### config.mk
export PLATFORM = sky130hd
export DESIGN_NAME = int_status_flags
export DESIGN_NICKNAME = d
export VERILOG_FILES = /design/src/rtl/flag_pkg.sv /design/src/rtl/carry_derive.sv /design/src/rtl/ovf_derive.sv /design/src/rtl/cmp_field.sv /design/src/rtl/int_status_flags.sv
export SDC_FILE = /design/constraint.sdc
export NUM_CORES = 1
export LEC_CHECK = 0
export CAP_MARGIN = 20
export CORE_MARGIN = 3
export CORE_UTILIZATION = 56
export DETAILED_ROUTE_END_ITERATION = 12
export DONT_BUFFER_PORTS = 1
export HOLD_SLACK_MARGIN = 0.12
export PLACE_DENSITY = 0.77
export SKIP_CTS_REPAIR_TIMING = 1
export SLEW_MARGIN = 20
export SYNTH_ARGS = -nofsm -noshare
export SYNTH_HDL_FRONTEND = slang
export SYNTH_HIERARCHICAL = 1
export SYNTH_SLANG_ARGS = --single-unit
### constraint.sdc
create_clock -name clk -period 6.05 [get_ports clk]
set_input_delay 1.21 -clock clk [delete_from_list [all_inputs] [get_ports clk]]
set_output_delay 1.21 -clock clk [all_outputs]
set_load 0.02 [all_outputs]
### src/rtl/flag_pkg.sv
// Package: shared types for the integer status flag unit.
// Assumes: flags are single bits, compare field is four bits.
package flag_pkg;

    // Registered architectural flag state.
    typedef struct packed {
        logic       ca;
        logic       ca32;
        logic       ov;
        logic       ov32;
        logic       so;
        logic [3:0] cr0;
    } flag_state_t;

    // Position of each compare-field bit.
    localparam int unsigned CR_NEG  = 3;
    localparam int unsigned CR_POS  = 2;
    localparam int unsigned CR_ZERO = 1;
    localparam int unsigned CR_SO   = 0;

endpackage

### src/rtl/carry_derive.sv
// Module: carry_derive
// Derives the full-width and half-width carry from a set of operand slots
// and the result. Slot 0 is operand A and is always taken; the others are
// gated by their valid bits.
// Assumes: HALF_W < DATA_W, second operand already chosen by the caller.
module carry_derive #(
    parameter int unsigned DATA_W = 64,
    parameter int unsigned HALF_W = 32,
    parameter int unsigned NOPS   = 3
) (
    input  logic [NOPS-1:0][DATA_W-1:0] ops_i,
    input  logic [NOPS-1:0]             ops_vld_i,
    input  logic [DATA_W-1:0]           sec_i,
    input  logic [DATA_W-1:0]           res_i,
    input  logic                        add_op_i,
    output logic                        ca_o,
    output logic                        ca32_o
);
    logic [NOPS-1:0] gt_full;
    logic [NOPS-1:0] gt_half;

    // One pair of unsigned comparators per operand slot.
    for (genvar s = 0; s < NOPS; s++) begin : g_slot
        assign gt_full[s] = ops_vld_i[s] && (ops_i[s] > res_i);
        assign gt_half[s] = ops_vld_i[s] &&
                            (ops_i[s][HALF_W-1:0] > res_i[HALF_W-1:0]);
    end

    logic ca32_add;
    // Carry into bit HALF_W recovered from the three bits at that position.
    assign ca32_add = res_i[HALF_W] ^ ops_i[0][HALF_W] ^ sec_i[HALF_W];

    // Select the carry rule for this operation type.
    always_comb begin
        ca_o   = |gt_full;
        ca32_o = add_op_i ? ca32_add : (|gt_half);
    end
endmodule

### src/rtl/ovf_derive.sv
// Module: ovf_derive
// Signed overflow at full width and at half width from the two leading
// operands and the result, one lane per width.
// Assumes: both operands are already in their final (possibly inverted) form.
module ovf_derive #(
    parameter int unsigned DATA_W = 64,
    parameter int unsigned HALF_W = 32
) (
    input  logic [DATA_W-1:0] a_i,
    input  logic [DATA_W-1:0] b_i,
    input  logic [DATA_W-1:0] res_i,
    output logic              ov_o,
    output logic              ov32_o
);
    localparam int unsigned NLANE = 2;
    logic [NLANE-1:0] lane_ov;

    // Lane 0 checks the top sign bit, lane 1 the half-word sign bit.
    for (genvar l = 0; l < NLANE; l++) begin : g_lane
        localparam int unsigned SB = (l == 0) ? DATA_W - 1 : HALF_W - 1;
        assign lane_ov[l] = (a_i[SB] == b_i[SB]) && (res_i[SB] != a_i[SB]);
    end

    // Route lanes to named outputs.
    always_comb begin
        ov_o   = lane_ov[0];
        ov32_o = lane_ov[1];
    end
endmodule

### src/rtl/cmp_field.sv
// Module: cmp_field
// Builds the four-bit compare field from a signed result and the summary
// overflow bit that accompanies it.
// Assumes: result is two's complement of DATA_W bits.
module cmp_field
    import flag_pkg::*;
#(
    parameter int unsigned DATA_W = 64
) (
    input  logic [DATA_W-1:0] res_i,
    input  logic              so_i,
    output logic [3:0]        cr_o
);
    logic is_zero;
    logic is_neg;

    assign is_zero = (res_i == '0);
    assign is_neg  = res_i[DATA_W-1];

    // Exactly one of negative, positive or zero is set.
    always_comb begin
        cr_o          = '0;
        cr_o[CR_NEG]  = is_neg;
        cr_o[CR_POS]  = !is_neg && !is_zero;
        cr_o[CR_ZERO] = is_zero;
        cr_o[CR_SO]   = so_i;
    end
endmodule

### src/rtl/int_status_flags.sv
// Module: int_status_flags (top)
// Computes carry, overflow, summary overflow and compare-field flags after
// an integer operation and holds them in a register that loads on upd_i.
// Assumes: inputs are stable at the clock edge where upd_i is high; the
// operation's own carry and divide overflow are valid with their flags.
module int_status_flags
    import flag_pkg::*;
#(
    parameter int unsigned DATA_W = 64,
    parameter int unsigned HALF_W = 32
) (
    input  logic              clk,
    input  logic              rst_n,
    input  logic              upd_i,
    input  logic              inv_a_i,
    input  logic [DATA_W-1:0] opa_i,
    input  logic [DATA_W-1:0] opb_i,
    input  logic              opb_vld_i,
    input  logic [DATA_W-1:0] imm_i,
    input  logic              imm_vld_i,
    input  logic [DATA_W-1:0] res_i,
    input  logic              add_op_i,
    input  logic              ca_en_i,
    input  logic              ca_own_vld_i,
    input  logic              ca_own_i,
    input  logic              ca32_own_vld_i,
    input  logic              ca32_own_i,
    input  logic              oe_en_i,
    input  logic              oe_vld_i,
    input  logic              div_op_i,
    input  logic              div_ov_i,
    input  logic              rc_i,
    output logic              ca_o,
    output logic              ca32_o,
    output logic              ov_o,
    output logic              ov32_o,
    output logic              so_o,
    output logic [3:0]        cr0_o
);
    localparam int unsigned NOPS = 3;   // A, B, immediate

    flag_state_t st_q;

    // ---------------- operand preparation ----------------
    logic [DATA_W-1:0]           a_eff;
    logic [DATA_W-1:0]           sec_op;
    logic                        has_sec;
    logic [NOPS-1:0][DATA_W-1:0] ops;
    logic [NOPS-1:0]             ops_vld;

    // Apply inversion and pick the second operand (B before immediate).
    always_comb begin
        a_eff   = inv_a_i ? ~opa_i : opa_i;
        has_sec = opb_vld_i || imm_vld_i;
        if (opb_vld_i)      sec_op = opb_i;
        else if (imm_vld_i) sec_op = imm_i;
        else                sec_op = '0;
        ops     = {imm_i, opb_i, a_eff};
        ops_vld = {imm_vld_i, opb_vld_i, 1'b1};
    end

    // ---------------- derived flags ----------------
    logic ca_d, ca32_d, ov_d, ov32_d;

    carry_derive #(
        .DATA_W (DATA_W),
        .HALF_W (HALF_W),
        .NOPS   (NOPS)
    ) u_carry (
        .ops_i     (ops),
        .ops_vld_i (ops_vld),
        .sec_i     (sec_op),
        .res_i     (res_i),
        .add_op_i  (add_op_i),
        .ca_o      (ca_d),
        .ca32_o    (ca32_d)
    );

    ovf_derive #(
        .DATA_W (DATA_W),
        .HALF_W (HALF_W)
    ) u_ovf (
        .a_i    (a_eff),
        .b_i    (sec_op),
        .res_i  (res_i),
        .ov_o   (ov_d),
        .ov32_o (ov32_d)
    );

    // ---------------- next-state selection ----------------
    logic ov_wr;
    logic ov_new, ov32_new, so_new;
    logic ca_new, ca32_new;

    // Overflow group: gate on both enables, divide value wins over derived.
    always_comb begin
        ov_wr    = oe_en_i && oe_vld_i && (div_op_i || has_sec);
        ov_new   = st_q.ov;
        ov32_new = st_q.ov32;
        so_new   = st_q.so;
        if (ov_wr) begin
            ov_new   = div_op_i ? div_ov_i : ov_d;
            ov32_new = div_op_i ? div_ov_i : ov32_d;
            so_new   = st_q.so | ov_new;
        end
    end

    // Carry group: operation-supplied values take precedence.
    always_comb begin
        ca_new   = st_q.ca;
        ca32_new = st_q.ca32;
        if (ca_en_i) begin
            ca_new   = ca_own_vld_i   ? ca_own_i   : ca_d;
            ca32_new = ca32_own_vld_i ? ca32_own_i : ca32_d;
        end
    end

    logic [3:0] cr_d;

    cmp_field #(
        .DATA_W (DATA_W)
    ) u_cmp (
        .res_i (res_i),
        .so_i  (so_new),
        .cr_o  (cr_d)
    );

    // ---------------- flag register ----------------
    // Load all selected flags together on the update strobe.
    always_ff @(posedge clk) begin
        if (!rst_n) begin
            st_q <= '0;
        end else if (upd_i) begin
            st_q.ca   <= ca_new;
            st_q.ca32 <= ca32_new;
            st_q.ov   <= ov_new;
            st_q.ov32 <= ov32_new;
            st_q.so   <= so_new;
            if (rc_i) begin
                st_q.cr0 <= cr_d;
            end
        end
    end

    // Drive outputs from the register.
    always_comb begin
        ca_o   = st_q.ca;
        ca32_o = st_q.ca32;
        ov_o   = st_q.ov;
        ov32_o = st_q.ov32;
        so_o   = st_q.so;
        cr0_o  = st_q.cr0;
    end
endmodule

==> results of run 1 <==
through the flow:
step | instances | utilization, % | power [mW]
2_1_floorplan | 741 | - | 0.378
3_3_place_gp | 859 | 59.0 | 0.428
3_5_place_dp | 859 | 59.0 | 0.450
4_1_cts | 863 | 59.4 | 0.524
5_1_grt | 863 | 59.4 | 0.590
6_report | 863 | 59.4 | 0.530
routing by layer:
| layer | global-route usage, % | vias up | part of all wire, % |
|---|---|---|---|
| met5 | 0 | - | 0 |
| met4 | 9.02 | 0 | 2.7 |
| met3 | 8.22 | 44 | 8.5 |
| met2 | 58.0 | 265 | 51 |
| met1 | 34.4 | 2590 | 38 |
| li1 | - | 2757 | - |
state kept, by name (all words and copies together), names as in the netlist:
signal	count
cr0_o	4
ca_o	1
ov_o	1
ca32_o	1
so_o	1
ov32_o	1
worst max-delay path, stage by stage:
cell and delay (ns):
inv_1 0.06, ha_1 0.33, nand4_1 0.19, nor4_1 0.52, a31oi_1 0.23, o31a_1 0.18
or3_1 0.39, o31a_1 0.25, mux2i_1 0.12, a311oi_1 0.10
where the power goes:
group / internal [mW] / switching [mW] / leakage (nW)
Clock: 0.0461 / 0.0255 / 0.0228
Sequential: 0.0619 / 0.00457 / 0.0733
Combinational: 0.174 / 0.218 / 2.80
Total: 0.282 / 0.248 / 2.90
final cells by class:
| class | count | area [um2] | area share [%] |
|---|---|---|---|
| Inverter | 74 | 278 | 4.72 |
| Tap cell | 133 | 166 | 2.82 |
| Clock buffer | 4 | 45.0 | 0.765 |
| Multi-Input combinational cell | 643 | 5220 | 88.6 |
| Sequential cell | 9 | 180 | 3.06 |
how the worst min path moves through the flow:
stage	from	to	slack [ns]	depth (start not counted)
floorplan	cr0_o[0]	cr0_o[0]	0.53	2
global placement	cr0_o[3]	cr0_o[3]	0.55	2
detailed placement	cr0_o[3]	cr0_o[3]	0.56	2
CTS	cr0_o[3]	cr0_o[3]	0.56	2
global route	cr0_o[3]	cr0_o[3]	0.59	2
finish	cr0_o[3]	cr0_o[3]	0.56	2
==> summary.md, run 1 <==
| Metric | Value |
|---|---|
| CP Class | in2reg |
| CTS tree | yes |
| CP Max Fanout | 3 |
| DIE AREA | about 0.012 mm2 |
| Worst Clk Skew | 0.0000746 ns |
| Total track usage | 31.2% |
| Initial Util | 58.3% |
| Iter 0 DRT Violations | 272 |
| Reg-to-reg slack, setup | 5.14 ns |
| CTS H-tree lvls | 1 |
| Worst-margin pin slew | around 0.84 ns |
| Crit path DAT | roughly 3.6 ns |
| Final setup TNS | 0 ns |
| Most frequent cells in the layout | ha_1 (192), a21oi_1 (91), inv_1 (73), xor2_1 (65), nand2_1 (55) |
| Wire length of the first global-routing pass | 28.9 mm |
| Wire per inst | 22.0 um |
| Clock slew at reported path FFs | 0.05 ns |
| Final setup fails | 0 |
| Status | completed |
| CP endpoint kind | flip-flop |
| Cells after synthesis | 739 |
| Core area | 0.00991 mm2 |
| CP Capture Point | ca32_o |
| Worst skew pair latency | 0.23 ns |
| Fillers | 905 |
| Largest net degree at the start of global routing | 65 |
| Hold WC Path Type | reg2reg |
| N_diodes | 0 |
| Peak VDD IR | approximately 0.07 mV |
| CP required | 6.17 ns |
| IO Port Bufs | 0 |
| Gpl congestion | 0.889 |
| CTS root buf | clkbuf_8 |
| Slew HR | 43.6% |
| R2r endpoint | cr0_o[0] |
| Hpwl dp | 17.1 mm |
| Finished Cell Area | 0.00589 mm2 |
| Via density | 6.55 |
| Vias | between 5k and 6k |
| Cell area after synthesis | 0.00577 mm2 |
| Critical R2R Launch | so_o |
| Final nets | approximately 1.2k |
| Area Overhead vs Synth | 2.02% |
| DRT Pass-1 Iters | 7 |
| Initial antenna violation count | 0 |
| Final worst path period need | 3.46 ns |
| PnR worst setup slack | 2.59 ns |
| Vias in the first global route | between 5k and 6k |
| CTS max path bufs | 2 |
| CP startpoint kind | primary input |
| Max cap viols | 0 |
| Critical path origin | res_i[14] |
| Row Count | 36 |
| Pre-CTS WS | 2.31 ns |
| GRT overflow | 0 |
| Layout cell share with drive strength beyond 1 | 2.19% |
| Final period utilization | 57.2% |
| Most common cell after layout, fill and taps aside | ha_1 |
| Post-DRT Antenna Nets | 0 |
| I/O pin cnt | between 200 and 300 |
| Horiz. Die Dim | about 110 um |
| Post-Route WL | 19.0 mm |
| Die Y | 108 um |
| Final hold viol count | 0 |
| RSZ-0062 raised after global routing | no |
| Inserted Clock Buffers | 3 |
| Slew Limit Fails | 0 |
| Post-Syn Area per Cell | 7.81 um2 |
| Worst Hold Slack | approximately 0.56 ns |
| Fmax | 289 MHz |
| Leakage power | approximately 2.9 nW |
| Power per Cell Area | 89.9 mW/mm2 |
| Clock Sinks | 9 |
| Yosys warns | 6 |
| Post-route DRC violation count | 0 |
| FF-to-FF path depth | 4 |
| Cell Area, Placed | ~0.0058 mm2 |
Power figures use the tool's default switching activity.
==> run 2: changes to the inputs <==
--- a/config.mk
+++ b/config.mk
@@ -11,7 +11,7 @@
 export DETAILED_ROUTE_END_ITERATION = 12
 export DONT_BUFFER_PORTS = 1
 export HOLD_SLACK_MARGIN = 0.12
-export PLACE_DENSITY = 0.77
+export PLACE_DENSITY = 0.8
 export SKIP_CTS_REPAIR_TIMING = 1
 export SLEW_MARGIN = 20
 export SYNTH_ARGS = -nofsm -noshare
==> constraint.sdc (replaced) <==
create_clock -name clk -period 3.1 [get_ports clk]
set_input_delay 0.62 -clock clk [delete_from_list [all_inputs] [get_ports clk]]
set_output_delay 0.62 -clock clk [all_outputs]
set_load 0.02 [all_outputs]
==> run 2 against run 1 <==
Against the previous run: critical path depth up 1; clock power up 89%; clock skew up 0.0067 ns; wire length down 0.32%; die area unchanged; sequential share of layout area about the same; first-iteration DRC count up 36%; flip-flop and latch count unchanged; register-to-register slack worse by 3.0 ns.
==> summary.md, run 2 (synthesis results as in run 1) <==
| Metric | Value |
|---|---|
| Horiz. Die Dim | 108 um (unchanged) |
| Worst skew pair latency | 0.23 ns (about the same) |
| DRT Pass-1 Iters | 5 (-2) |
| Hpwl dp | 17.2 mm (+0.41%) |
| Row Count | 36 (unchanged) |
| Via density | 6.59 (+0.63%) |
| Finished Cell Area | 0.00594 mm2 (+0.89%) |
| Hold WC Path Type | in2reg |
| Max cap viols | 0 (unchanged) |
| GRT overflow | 0 (unchanged) |
| Vias in the first global route | 5,955 (+1.2%) |
| CP Cell Sequence | xor2_1 > ha_1 > nand4_1 > nor4_2 > nor3b_2 > nand2_1 > and3_4 > or3_1 > o31a_1 > mux2i_1 > a311oi_1 |
| Final hold viol count | 0 (unchanged) |
| Pre-CTS WS | -0.00128 ns (-2.31 ns) |
| Clock Sinks | 9 (unchanged) |
| Final setup fails | 0 (unchanged) |
| I/O pin cnt | 282 (unchanged) |
| Most common cell after layout, fill and taps aside | ha_1 |
| IO Port Bufs | 0 (unchanged) |
| Inserted Clock Buffers | 3 (unchanged) |
| Post-route DRC violation count | 0 (unchanged) |
| Reg-to-reg slack, setup | 2.13 ns (-3.01 ns) |
| CTS tree | yes |
| Slowest cell on the critical path | or3_1 |
| Most frequent cells in the layout | ha_1 (192), a21oi_1 (91), inv_1 (73), xor2_1 (64), nand2_1 (55) |
| Crit path DAT | 3.02 ns (-0.56 ns) |
| CP Max Fanout | 64 (+61) |
| Critical path origin | inv_a_i |
| CTS max path bufs | 2 (unchanged) |
| Slew HR | 51.3% (+7.7 points) |
| Max reg flops | 4 (unchanged) |
| M1 WL | 6.94 mm (-3.8%) |
| Placed Cells | 865 (+0.70%) |
| Iter 0 DRT Violations | 369 (+36%) |
| Met2 wire len | 9.54 mm (-1.3%) |
| R2r endpoint | cr0_o[0] |
| Final setup TNS | 0 ns (unchanged) |
| Total track usage | 30.5% (-0.65 points) |
| CP Class | in2reg |
| Wire length of the first global-routing pass | 28.4 mm (-1.8%) |
| FF-to-FF path depth | 4 (unchanged) |
| Wire per inst | 21.8 um (-1.0%) |
| Vias | 5,731 (+1.3%) |
| CTS H-tree lvls | 1 (unchanged) |
| Critical R2R Launch | so_o |
| CP startpoint kind | primary input |
| Worst Clk Skew | 0.00673 ns (+0.00666 ns) |
| Cell Area, Placed | 0.00590 mm2 (+0.90%) |
| Hold path start | upd_i |
| Area Overhead vs Synth | 2.93% |
| Max incr delay on CP | 0.34 ns (-0.18 ns) |
| Peak VDD IR | 0.185 mV (+170%) |
| Largest net degree at the start of global routing | 65 (unchanged) |
| Final period utilization | 94.1% |
| Worst-margin pin slew | 0.724 ns (-0.115 ns) |
| Die Y | 108 um (unchanged) |
| RSZ-0062 raised after global routing | no |
| Slew Limit Fails | 0 (unchanged) |
| DIE AREA | 0.0116 mm2 (unchanged) |
| Initial antenna violation count | 0 (unchanged) |
| Status | completed |
| CP required | 3.20 ns (-2.97 ns) |
| CTS root buf | clkbuf_8 |
| Clock slew at reported path FFs | 0.04 ns (about the same) |
| CP endpoint kind | flip-flop |
| Final cell count without fillers | 869 (+0.70%) |
| Leakage power | 2.93 nW (+1.1%) |
| Power per Cell Area | 175 mW/mm2 (+94%) |
| PnR worst setup slack | 0.182 ns (-2.41 ns) |
| Initial Util | 58.3% (unchanged) |
| Post-Route WL | 18.9 mm (-0.32%) |
| Hold EP | ca32_o |
| Top Metal Used | met4 |
| Layout cell share with drive strength beyond 1 | 3.13% (+0.93 points) |
| N_diodes | 0 (unchanged) |
| Final worst path period need | 2.92 ns |
| Core area | 0.00991 mm2 (unchanged) |
| Worst hold stages | 1 (-1) |
| Fillers | 914 (+0.99%) |
| Met3 routed WL | 1.82 mm (+13%) |
| Fmax | around 340 MHz |
| Post-DRT Antenna Nets | 0 (unchanged) |
| Final nets | 1,202 (+0.50%) |
| Gpl congestion | 0.900 (+1.2%) |
## run 2: cell types whose count changed in the layout (fill, tap and decap cells not counted), sizes merged
cell,before,now
buf,0,6
## run 2: worst max-delay path, delay by kind of cell
family / cells / cell delay (ns)
compound gates: 2 / 0.37
xor+xnor: 1 / 0.18
fa+ha+maj: 1 / 0.31
mux: 1 / 0.15
simple gates: 6 / 1.35
## run 2: final cells by class
type                       count  area [um2]  area share, %
multi-input combinational    643        5230           88.0
inverter                      74         278           4.67
sequential                     9         180           3.03
clock buffer                   4        45.0          0.758
tap                          133         166           2.80
timing repair buffer           6        45.0          0.758
## run 2: power by group
part | switching [mW] | leakage, nW | internal [mW] | total (mW)
registers | 0.00941 | 0.0733 | 0.121 | 0.130
clock network | 0.0457 | 0.0228 | 0.0895 | 0.135
logic | 0.430 | 2.84 | 0.343 | 0.773
## run 2: worst max path at each step
stage	endpoint	slack (ns)
2_1_floorplan	ca32_o	-0.009
3_3_place_gp	ca32_o	0.09
3_5_place_dp	ca32_o	-0.001
4_1_cts	ca32_o	0.23
5_1_grt	ca32_o	0.08
6_report	ca32_o	0.18
## run 2: per-layer routing
layer / global-route usage (%) / up-vias
met3: 7.74 / 47
met2: 58.7 / 301
met1: 32.3 / 2606
li1: - / 2777
met4: 8.84 / 0
met5: 0 / -
## run 2: metrics by stage
stage / power (mW) / hold WS (ns) / utilization (%)
2_1_floorplan: 0.740 / 0.534 / -
3_3_place_gp: 0.843 / 0.557 / 59.5
3_5_place_dp: 0.889 / 0.564 / 59.5
4_1_cts: 1.03 / 0.502 / 60.0
5_1_grt: 1.15 / 0.497 / 60.0
6_report: 1.04 / 0.505 / 60.0
==> run 3: changes to the inputs <==
--- a/config.mk
+++ b/config.mk
@@ -5,6 +5,7 @@
 export SDC_FILE = /design/constraint.sdc
 export NUM_CORES = 1
 export LEC_CHECK = 0
+export ABC_AREA = 1
 export CAP_MARGIN = 20
 export CORE_MARGIN = 3
 export CORE_UTILIZATION = 56
==> run 3 against run 2 <==
Against the previous run: via count is 1.4% higher; first-iteration DRC count is 26% lower; clock power is 7% higher; non-clock buffer count is 6 lower; critical path depth is 3 higher; combinational power is 2% higher; critical path type unchanged; area after synthesis is 7.2% higher; global-route usage is 4.8 points lower; flip-flop and latch count stayed put; count of clock-buffer cells in the layout stayed put; cell count is 23% higher.
==> summary.md, run 3 <==
| Metric | Value |
|---|---|
| Via density | 5.45 (-17%) |
| Worst skew pair latency | 0.24 ns (about the same) |
| Clk network pwr share | 13.5% (+0.5 points) |
| Net Sw Power | 0.514 mW (+5.8%) |
| Iter 0 DRT Violations | 272 (-26%) |
| Die Y | 111 um (+3.3%) |
| CTS tree | yes |
| Final setup fails | 0 (unchanged) |
| Leakage power | 3.52 nW (+20%) |
| Worst Clk Skew | 0.000322 ns (-0.00641 ns) |
| Core area | 0.0106 mm2 (+6.5%) |
| Most common cell after layout, fill and taps aside | nand2_1 |
| Vias | 5,813 (+1.4%) |
| Clock slew at reported path FFs | 0.05 ns (about the same) |
| Yosys warns | 6 (unchanged) |
| Final nets | 1,397 (+16%) |
| Row Count | 37 (+2.8%) |
| CP startpoint kind | primary input |
| Comb pwr share | 73.9% (-0.5 points) |
| Horiz. Die Dim | 111 um (+3.3%) |
| Wire per inst | 15.4 um (-29%) |
| IO Port Bufs | 0 (unchanged) |
| Power per Cell Area | 171 mW/mm2 (-2.0%) |
| Hpwl dp | 15.0 mm (-13%) |
| Most used cell along the critical path | nand2_1 |
| CP Capture Point | ca_o |
| Critical R2R Launch | so_o |
| CTS H-tree lvls | 1 (unchanged) |
| Vias in the first global route | 5,831 (-2.1%) |
| Status | completed |
| Crit path depth | 14 (+3) |
| CTS max path bufs | 2 (unchanged) |
| Post-Route WL | 16.4 mm (-13%) |
| GRT overflow | 0 (unchanged) |
| Max reg flops | 4 (unchanged) |
| Slowest cell on the critical path | ha_1 |
| Seq pwr share | 12.7% (+0.2 points) |
| Reg-to-reg slack, setup | 2.26 ns (+0.13 ns) |
| Fmax | 446 MHz (+30%) |
| CP required | 3.24 ns (+0.04 ns) |
| Final setup TNS | 0 ns (unchanged) |
| Total track usage | 25.8% (-4.8 points) |
| CP Cell Sequence | xor2_1 > ha_1 > a21oi_1 > o21ai_0 > nor2_1 > nand2_1 > a21oi_1 > nand2_1 > nand2_1 > nand3_2 > inv_1 > o211ai_1 > o211ai_1 > inv_1 |
| I/O pin cnt | 282 (unchanged) |
| Max incr delay on CP | 0.33 ns (about the same) |
| CTS root buf | clkbuf_8 |
| Crit path DAT | 2.38 ns (-0.64 ns) |
| Layout cell share with drive strength beyond 1 | 1.83% (-1.3 points) |
| DIE AREA | 0.0124 mm2 (+6.8%) |
| Hold WC Path Type | in2reg |
| Post-Syn Area per Cell | 6.56 um2 (-16%) |
| Cell-internal power | 0.554 mW (about the same) |
| Net count after synthesis | 1,409 |
| Switching Share | 48.1% (+1.4 points) |
| Fillers | 1,047 (+15%) |
| Max cap viols | 0 (unchanged) |
| Initial antenna violation count | 0 (unchanged) |
| Post-DRT Antenna Nets | 0 (unchanged) |
| Gpl congestion | 0.919 (+2.1%) |
| CP Max Fanout | 64 (unchanged) |
| Wire length of the first global-routing pass | 26.8 mm (-5.7%) |
| RSZ-0062 raised after global routing | no |
| N_diodes | 0 (unchanged) |
| Final period utilization | 72.4% (-22 points) |
| Peak VDD IR | 0.125 mV (-32%) |
| Most frequent cells in the layout | nand2_1 (229), ha_1 (192), inv_1 (119), nor2_1 (103), a21oi_1 (101) |
| CP Class | in2reg |
| Slew Limit Fails | 0 (unchanged) |
| Largest net degree at the start of global routing | 65 (unchanged) |
| Cell area after synthesis | 0.00619 mm2 (+7.2%) |
| Worst Hold Slack | 0.510 ns (+0.00565 ns) |
| CP endpoint kind | flip-flop |
| Crit path buffers/inverters | 2 (+2) |
| Inserted Clock Buffers | 3 (unchanged) |
| Area Overhead vs Synth | 0.728% |
| Post-route DRC violation count | 0 (unchanged) |
| Final hold viol count | 0 (unchanged) |
| Cell family with most CP delay | compound AO/OA/AOI/OAI gates |
| Cells after synthesis | 944 (+28%) |
| Final worst path period need | 2.24 ns (-0.674 ns) |
| Initial Util | 58.6% (+0.37 points) |
| Clock Sinks | 9 (unchanged) |
| FF-to-FF path depth | 4 (unchanged) |
| Critical path origin | inv_a_i |
| DRT Pass-1 Iters | 5 (unchanged) |
| R2r endpoint | cr0_o[0] |
run 3: metrics by stage:
stage                     utilization (%)  power, mW  instance area [um2]  std cells  setup slack [ns]
after global routing                 59.1       1.23                 6230       1067             0.608
after global placement               58.6      0.906                 6190       1063             0.630
final                                59.1       1.07                 6230       1067             0.856
after floorplan                         -      0.806                 6190        944             0.568
after detailed placement             58.6      0.923                 6190       1063             0.595
after CTS                            59.1       1.07                 6230       1067             0.843
run 3: worst min path at each step:
| stage | slack, ns | depth (start not counted) | end | startpoint |
|---|---|---|---|---|
| after global placement | 0.56 | 2 | ov32_o | ov32_o |
| after global routing | 0.52 | 2 | cr0_o[2] | rst_n |
| after detailed placement | 0.57 | 2 | ov32_o | ov32_o |
| final | 0.51 | 2 | cr0_o[3] | rst_n |
| after floorplan | 0.54 | 2 | ov32_o | ov32_o |
| after CTS | 0.51 | 2 | cr0_o[3] | rst_n |
run 3: area by class of cell:
class	instances	area [um2]	share of cell area, %
clock buffers	4	45.0	0.722
inverters	123	462	7.41
multi-input cells	795	5380	86.3
flip-flops and latches	9	180	2.89
well taps	136	170	2.73
run 3: power groups by stage:
stage	Clock, mW	Sequential [mW]	Combinational [mW]
floorplan	0	0.135	0.671
global placement	0	0.137	0.768
detailed placement	0	0.137	0.786
CTS	0.144	0.135	0.790
global route	0.151	0.136	0.938
finish	0.144	0.135	0.788
run 3: worst reg2reg max path: stages (launching register included):
cell and delay [ns]:
dfxtp_1 0.37, inv_1 0.10, nand2_1 0.05, o21ai_0 0.17, nor2_1 0.05
run 3: layer usage:
metal / global-route usage (%) / up-vias / share of wire, %
li1: - / 3098 / -
met1: 29.6 / 2479 / 41
met2: 49.0 / 212 / 50
met3: 5.79 / 24 / 8.0
met4: 4.30 / 0 / 1.7
met5: 0 / - / 0
